File: config.mk
export PLATFORM = sky130hd
export DESIGN_NAME = req_stall_timer
export DESIGN_NICKNAME = d
export VERILOG_FILES = /design/src/rtl/rst_pkg.sv /design/src/rtl/rst_start_ctl.sv /design/src/rtl/rst_prescaler.sv /design/src/rtl/rst_span_counter.sv /design/src/rtl/req_stall_timer.sv
export SDC_FILE = /design/constraint.sdc
export NUM_CORES = 1
export LEC_CHECK = 0
export CORE_AREA = 4 4 93 60
export DETAILED_ROUTE_END_ITERATION = 8
export DIE_AREA = 0 0 97 64
export GPL_TIMING_DRIVEN = 0
export PLACE_DENSITY = 0.68
export SETUP_SLACK_MARGIN = 0.15
export SKIP_LAST_GASP = 1
export SYNTH_ARGS = -nofsm -noshare
export SYNTH_HDL_FRONTEND = slang
export SYNTH_SLANG_ARGS = --single-unit
File: constraint.sdc
create_clock -name clk -period 2.8 [get_ports clk]
set_input_delay 0.28 -clock clk [delete_from_list [all_inputs] [get_ports clk]]
set_output_delay 0.28 -clock clk [all_outputs]
set_load 0.05 [all_outputs]
File: src/rtl/rst_pkg.sv
package rst_pkg;
   typedef logic [1:0] tick_sel_t;
   typedef logic [2:0] span_sel_t;
   localparam int SPAN_BITS = 3;
   localparam int BASE_LIMIT = 4;
   localparam int MAX_LIMIT = BASE_LIMIT << ((1 << SPAN_BITS) - 1);
   localparam int SPAN_CW = $clog2(MAX_LIMIT + 1);
endpackage

File: src/rtl/rst_start_ctl.sv
module rst_start_ctl (
   input  logic clk,
   input  logic rst_n,
   input  logic chan_on,
   input  logic req_served,
   input  logic await_first,
   input  logic expire,
   output logic run,
   output logic restart
);
   logic seen_q;
   logic done_q;

   assign restart = !chan_on || req_served;
   assign run     = chan_on && !req_served && !done_q && (seen_q || !await_first);

   always_ff @(posedge clk or negedge rst_n) begin
      if (!rst_n) begin
         seen_q <= 1'b0;
         done_q <= 1'b0;
      end else if (!chan_on) begin
         seen_q <= 1'b0;
         done_q <= 1'b0;
      end else if (req_served) begin
         seen_q <= 1'b1;
         done_q <= 1'b0;
      end else if (expire) begin
         done_q <= 1'b1;
      end
   end
endmodule

File: src/rtl/rst_prescaler.sv
module rst_prescaler #(
   parameter int DIV_LOG2_A = 8,
   parameter int DIV_LOG2_B = 16,
   parameter int DIV_LOG2_C = 24
) (
   input  logic              clk,
   input  logic              rst_n,
   input  logic              restart,
   input  logic              run,
   input  rst_pkg::tick_sel_t tick_sel,
   output logic              tick
);
   localparam int W = DIV_LOG2_C;

   logic [W-1:0] cnt_q;
   logic [W-1:0] term_tab [4];
   logic [W-1:0] term;

   assign term_tab[0] = '0;
   for (genvar g = 1; g < 4; g++) begin : g_term
      localparam int SH = (g == 1) ? DIV_LOG2_A : (g == 2) ? DIV_LOG2_B : DIV_LOG2_C;
      assign term_tab[g] = {W{1'b1}} >> (W - SH);
   end

   assign term = term_tab[tick_sel];
   assign tick = run && (tick_sel != 2'd0) && (cnt_q == term);

   always_ff @(posedge clk or negedge rst_n) begin
      if (!rst_n)                            cnt_q <= '0;
      else if (restart || tick_sel == 2'd0)  cnt_q <= '0;
      else if (run)                          cnt_q <= tick ? '0 : cnt_q + 1'b1;
   end
endmodule

File: src/rtl/rst_span_counter.sv
module rst_span_counter (
   input  logic              clk,
   input  logic              rst_n,
   input  logic              restart,
   input  logic              off,
   input  logic              tick,
   input  rst_pkg::span_sel_t span_sel,
   output logic              expire
);
   localparam int CW = rst_pkg::SPAN_CW;

   logic [CW-1:0] cnt_q;
   logic [CW-1:0] limit;

   assign limit  = CW'(rst_pkg::BASE_LIMIT) << span_sel;
   assign expire = tick && (cnt_q >= limit - 1'b1);

   always_ff @(posedge clk or negedge rst_n) begin
      if (!rst_n)              cnt_q <= '0;
      else if (restart || off) cnt_q <= '0;
      else if (tick)           cnt_q <= expire ? '0 : cnt_q + 1'b1;
   end
endmodule

File: src/rtl/req_stall_timer.sv
module req_stall_timer #(
   parameter int DIV_LOG2_A = 8,
   parameter int DIV_LOG2_B = 16,
   parameter int DIV_LOG2_C = 24
) (
   input  logic       clk,
   input  logic       rst_n,
   input  logic       chan_on,
   input  logic       req_served,
   input  logic       await_first,
   input  logic [1:0] tick_sel,
   input  logic [2:0] span_sel,
   input  logic       stall_ack,
   output logic       stall_flag,
   output logic       stall_pulse
);
   initial begin
      assert (DIV_LOG2_A >= 1) else $error("DIV_LOG2_A must be at least 1");
      assert (DIV_LOG2_A < DIV_LOG2_B && DIV_LOG2_B < DIV_LOG2_C)
         else $error("divider choices must be strictly increasing");
      assert (DIV_LOG2_C <= 31) else $error("DIV_LOG2_C too large");
   end

   logic run;
   logic restart;
   logic tick;
   logic expire;

   rst_start_ctl u_start (
      .clk(clk), .rst_n(rst_n), .chan_on(chan_on), .req_served(req_served),
      .await_first(await_first), .expire(expire), .run(run), .restart(restart)
   );

   rst_prescaler #(
      .DIV_LOG2_A(DIV_LOG2_A), .DIV_LOG2_B(DIV_LOG2_B), .DIV_LOG2_C(DIV_LOG2_C)
   ) u_pre (
      .clk(clk), .rst_n(rst_n), .restart(restart), .run(run),
      .tick_sel(tick_sel), .tick(tick)
   );

   rst_span_counter u_span (
      .clk(clk), .rst_n(rst_n), .restart(restart), .off(tick_sel == 2'd0),
      .tick(tick), .span_sel(span_sel), .expire(expire)
   );

   always_ff @(posedge clk or negedge rst_n) begin
      if (!rst_n) begin
         stall_flag  <= 1'b0;
         stall_pulse <= 1'b0;
      end else begin
         stall_pulse <= expire;
         if (expire)         stall_flag <= 1'b1;
         else if (stall_ack) stall_flag <= 1'b0;
      end
   end
endmodule

; After elaboration in Yosys (flattened, before gate mapping)
; Index checks and enable logic that the tools add are counted.
[word_totals]
regBits = 38
input_bits = 11
output_inout_bits = 2
elab_cells = 50
[classes]
addsub = 3
n_lt_le_gt_ge = 2
eq_ne = 3
shift = 1
n_mux = 16
n_bitwise = 1
reduce_logical = 18
[op_table]
columns = op, n
row1 = 2-to-1 mux 24 bit, 5
row2 = binary-select mux 24 bit (select 2 bit), 1
row3 = 2-to-1 mux 10 bit, 3
row4 = adder 24 x 1 -> 24 bit (second input constant), 1
row5 = == test 24 bit, 1
row6 = adder 10 x 1 -> 10 bit (second input constant), 1
row7 = greater-or-equal comparator 10 bit, 1
row8 = << shifter 3 x 3 -> 10 bit (first input constant), 1
row9 = subtractor 10 x 1 -> 10 bit (second input constant), 1
row10 = nonzero test 2 bit, 4
row11 = 2-to-1 mux 1 bit, 7
row12 = logical AND 1 bit, 6
row13 = zero test 1 bit, 4
row14 = greater-or-equal comparator 3 bit (second input constant), 1
row15 = logical OR 1 bit, 3
row16 = inequality test 3 x 1 -> 1 bit (second input constant), 1
row17 = NOT 2 -> 3 bit, 1
row18 = zero test 2 bit, 1
row19 = inequality test 2 x 1 -> 1 bit (second input constant), 1

; Longest topological paths before layout
[logic_depth]
depth_word = 10
ltp_mapped = 9
ltp_nobuf = 8

; Hierarchy
; From an unflattened synthesis, not the netlist that was laid out.
[hier_totals]
hier_cells = 254
area_unflattened_um2 = 2371.0
[modules_own_cells]
columns = module, n_inst, cells_each, area_per_inst_um2, seq_area_each_um2
row1 = rst_prescaler, 1, 148, 1401.3, 600.6
row2 = rst_span_counter, 1, 93, 809.5, 250.2
row3 = rst_start_ctl, 1, 8, 95.1, 50.0
row4 = req_stall_timer, 1, 5, 65.1, 50.0

; Worst setup path before layout
; OpenSTA, ideal clock, no wires.
[synth_timing]
kind = reg2reg
startpoint = register u_span.cnt_q[7]
endpoint = register u_span.cnt_q[9]
setup_ns = 0.083
arrival_time_ns = 1.905
required_time_ns = 2.717
slack_ns = 0.812
stages_incl_launch_ff = 8
path_buffers = 1
synth_period_minus_slack_ns = 1.988
path_cell_list = dfrtp_1 ha_1 and3_1 a221o_1 nor2_1 clkbuf_1 a21oi_1 o21ai_0
[synth_between]
elab_chain_cells = 5
word_cells_on_any_way = 6
classes_between = 1 x add/sub / 1 x order compare / 3 x mux / 1 x reduce/logical
[synth_lines]
columns = item, line_no
row1 = "start, declared", rst_span_counter.sv:12  ; logic [CW-1:0] cnt_q;
row2 = "start signal, assigned", rst_span_counter.sv:21  ; else if (tick) cnt_q <= expire ? '0 : cnt_q + 1'b1;
row3 = greater-or-equal comparator 10 bit, rst_span_counter.sv:16  ; assign expire = tick && (cnt_q >= limit - 1'b1);
row4 = logical AND 1 bit, rst_span_counter.sv:16
row5 = 2-to-1 mux 10 bit (*) (2 in series), rst_span_counter.sv:21
row6 = 2-to-1 mux 10 bit (*), rst_span_counter.sv:20  ; else if (restart || off) cnt_q <= '0;
; Every way passes the cells marked *; elsewhere a longest branch is shown, timed or not. The select of a mux whose other input is x is not followed.
; A chain may end at the register's enable or synchronous reset.

; Worst setup path after layout
[layout_timing]
startpoint = input span_sel[1]
endpoint = register u_span.cnt_q[9]
[layout_between]
elab_chain_cells = 7
[layout_lines]
columns = item, line_no
row1 = "start, declared", req_stall_timer.sv:12  ; input logic [2:0] span_sel,
row2 = << shifter 3 x 3 -> 10 bit, rst_span_counter.sv:15  ; assign limit = CW'(rst_pkg::BASE_LIMIT) << span_sel;
row3 = subtractor 10 x 1 -> 10 bit, rst_span_counter.sv:16
row4 = greater-or-equal comparator 10 bit, rst_span_counter.sv:16
row5 = logical AND 1 bit, rst_span_counter.sv:16
row6 = 2-to-1 mux 10 bit (2 in series), rst_span_counter.sv:21
row7 = 2-to-1 mux 10 bit, rst_span_counter.sv:20
; Every way passes these cells. The select of a mux whose other input is x is not followed.

==> impl_metrics.env <==
export IMPL_status="finished, final reports clean"
export IMPL_placed_area_mm2=0.00247
export IMPL_final_cell_mix="dfrtp_1, nor2_1, nand3_1"
export IMPL_io_buffers=11
export IMPL_crit_chain="clkdlybuf4s50_1 > nor3_1 > ha_1 > a21oi_1 > o22ai_1 > o211a_1 > nor2_1 > clkbuf_2 > a21oi_1 > o21ai_0"
export IMPL_power_per_cell_area_mw_per_mm2=398
export IMPL_synth_avg_cell_area_um2=9.40
export IMPL_drive_gt1_frac=0.107
export IMPL_dpl_hpwl_um=3590
export IMPL_synth_cells=243
export IMPL_grt_pass1_vias=1715
export IMPL_fin_hold_ws_ns=0.0995
export IMPL_clkTransAtPathRegs_ns=0.07
export IMPL_cts_root_buf="clkbuf_8"
export IMPL_final_common_cell="dfrtp_1"
export IMPL_cp_common_cell="a21oi_1"
export IMPL_postLayoutCoreUtil=0.532
export IMPL_place_congestion=0.783
export IMPL_worst_setup_path_start_kind="primary input"
export IMPL_cts_buffers=5
export IMPL_synth_xor_area_frac=0.0882
export IMPL_power_frac_clock=0.386
export IMPL_wl_um=4800
export IMPL_reg2reg_to="u_span.cnt_q[9]"
export IMPL_synth_top_family_by_area="simple AND/OR/NAND/NOR gates"
export IMPL_std_cell_rows=20
export IMPL_critPathBufInv=2
export IMPL_yosys_area_share_adder=0.0548
export IMPL_power_internal_w=0.000777
export IMPL_critical_path_class="in2reg"
export IMPL_fmaxAchievable_mhz=421
export IMPL_die_area_mm2=0.00621
export IMPL_vdd_ir_drop_max_mv=0.189
export IMPL_yosys_area_top_type="dfrtp_1"
export IMPL_cp_required_ns=3.01
export IMPL_firstDrtPassIters=4
export IMPL_cts_htree_levels=2
export IMPL_netlist_area_mm2=0.00228
export IMPL_routed_via_density=5.66
export IMPL_syn_num_nets=264
export IMPL_p_switching_w=0.000246
export IMPL_setup_violations=0
export IMPL_worstMarginPinSlew_ns=0.860
export IMPL_core_region_area_mm2=0.00483
export IMPL_initial_core_util=0.473
export IMPL_clock_path_buffers=2
export IMPL_grt_setup_unrepaired="no"
export IMPL_yosys_area_share_simple=0.289
export IMPL_clock_latency_ns=0.29
export IMPL_multi_input_area_mm2=0.00129
export IMPL_muxShareOfSynthArea=0.0131
export IMPL_critPathMaxStageDelay_ns=0.50
export IMPL_finalCritPeriodShare=0.849
export IMPL_crit_path_top_delay_cell="clkdlybuf4s50_1"
export IMPL_fp_dieW_um=97
export IMPL_die_h_um=64
export IMPL_drv_cap=0
export IMPL_synthArstFlopShare=1.00
export IMPL_layout_min_cycle_time_ns=2.38
export IMPL_drt_initial_drc_count=84
export IMPL_crit_family="compound AO/OA/AOI/OAI gates"
export IMPL_grt_total_usage=0.165
export IMPL_synth_edf_count=0
export IMPL_synth_compound_area_frac=0.117
export IMPL_ant_nets=0
export IMPL_regArea_um2=951
export IMPL_pwr_share_comb=0.075
export IMPL_fin_setup_tns_ns=0
export IMPL_ys_flop_type="dfrtp_1"
export IMPL_synth_seq_area_share=0.416
export IMPL_crit_path_end_kind="flip-flop"
export IMPL_worstPathArrival_ns=2.59
export IMPL_via_count=1857
export IMPL_ioPinCount=13
export IMPL_synth_cell_types=51
export IMPL_synth_area_top_cells="dfrtp_1, xor2_1, nor2_1"
export IMPL_hold_viol=0
export IMPL_yosys_warnings=0
export IMPL_antenna_cells=0
export IMPL_cts_sinks=38
export IMPL_grt_max_degree=39
export IMPL_syn_to_final_growth_pct=12.5
export IMPL_critPathLaunch="span_sel[1]"
export IMPL_antenna_found_initial=0
export IMPL_yosysTopAreaCellShare=0.416
export IMPL_grt_ovfl_total=0
export IMPL_layout_nets=282
export IMPL_r2r_slack_ns=0.65
export IMPL_post_cts_buffers=0
export IMPL_fin_skew_ns=0.00390
export IMPL_drc_errors=0
export IMPL_hold_class="in2async"
export IMPL_power_share_sequential=0.539
export IMPL_swShare=0.240
export IMPL_slew_headroom=0.427
export IMPL_reg2reg_depth=7
export IMPL_synth_seq_cells=38
export IMPL_critPathMaxFanout=10
export IMPL_num_fill_cells=421
export IMPL_p_leak_nw=1.10
export IMPL_cts_tree="done"
export IMPL_routedWlPerCell_um=14.6
export IMPL_grt_pass1_wl_um=8370
export IMPL_final_cell_area_mm2=0.00257
export IMPL_drv_slew=0
export IMPL_r2r_start="u_span.cnt_q[8]"
-- state kept, by name, summed over array words and instances (netlist names) --
name,cells
stall_flag,1
stall_pulse,1
u_pre.cnt_q,24
u_span.cnt_q,10
u_start.done_q,1
u_start.seen_q,1
-- metal layers --
layer | GRT usage | vias to the layer above | part of all wire
met1 | 0.257 | 900 | 0.55
met4 | 0.0298 | 0 | 0.0056
met5 | 0 | - | 0
met3 | 0.0469 | 5 | 0.048
met2 | 0.226 | 33 | 0.39
li1 | - | 919 | -
-- through the flow --
stage               cells  power (W)  setup WS (ns)
global placement      320   0.000639       -0.00142
finish                328    0.00102          0.422
global route          328    0.00107          0.242
floorplan             243   0.000601          0.812
CTS                   328    0.00103          0.278
detailed placement    320   0.000639        -0.0228
-- power groups by stage --
stage / combinational, W / sequential [W] / clock [W]
2_1_floorplan: 0.0000391 / 0.000562 / 0
3_3_place_gp: 0.0000766 / 0.000562 / 0
3_5_place_dp: 0.0000773 / 0.000562 / 0
4_1_cts: 0.0000773 / 0.000551 / 0.000402
5_1_grt: 0.0000874 / 0.000551 / 0.000427
6_report: 0.0000768 / 0.000551 / 0.000395
-- worst max path at each step --
| stage | to | slack (ns) | cells after the start |
|---|---|---|---|
| final | u_span.cnt_q[9] | 0.42 | 10 |
| after global placement | u_span.cnt_q[9] | -0.001 | 9 |
| after CTS | u_span.cnt_q[9] | 0.28 | 9 |
| after floorplan | u_span.cnt_q[9] | 0.81 | 7 |
| after global routing | u_span.cnt_q[9] | 0.24 | 9 |
| after detailed placement | u_span.cnt_q[9] | -0.02 | 9 |
-- timing repair --
item,4_1_cts,5_1_grt
hold buffers,0,0
hold endpoints to repair,0,0
endpoints found under the setup margin,0,3
resized for setup,0,3
-- Yosys cell counts, drive strengths merged, types with 2 or more instances --
cell and n:
dfrtp 38, nor2 36, nand3 25, nand2 20, xor2 17, ha 10, nand4 10, o21ai 8
nor3 7, nor4 7, xnor2 6, a21oi 5, and4 4, inv 4, nor2b 4, a22oi 3
a32oi 3, and2 3, and3 3, buf 3, clkbuf 3, mux2i 3, nand2b 2, o21a 2
o22ai 2, o31ai 2
-- worst reg2reg max path, cell delays in order (launching register included) --
cell and delay (ns):
dfrtp_1 0.44, ha_1 0.32, and3_1 0.16, a221o_1 0.40
nor2_1 0.19, clkbuf_2 0.28, a21oi_1 0.09, o21ai_0 0.18
-- cells by family after synthesis --
family | after synthesis
adders and majority gates | 10
DFF | 38
xor gates and xnor gates | 23
AOI/OAI and AO/OA | 33
muxes | 3
other | 1
buffers and inverters | 10
and+or+nand+nor | 125
-- cell type report --
type	count	share of cell area
clock buffers	7	0.0336
multi-input cells	195	0.502
plain buffers	6	0.0131
repair buffers	11	0.0409
clock inverters	1	0.00195
well taps	66	0.0321
inverters	4	0.00584
flip-flops and latches	38	0.370
Power figures use the tool's default switching activity.
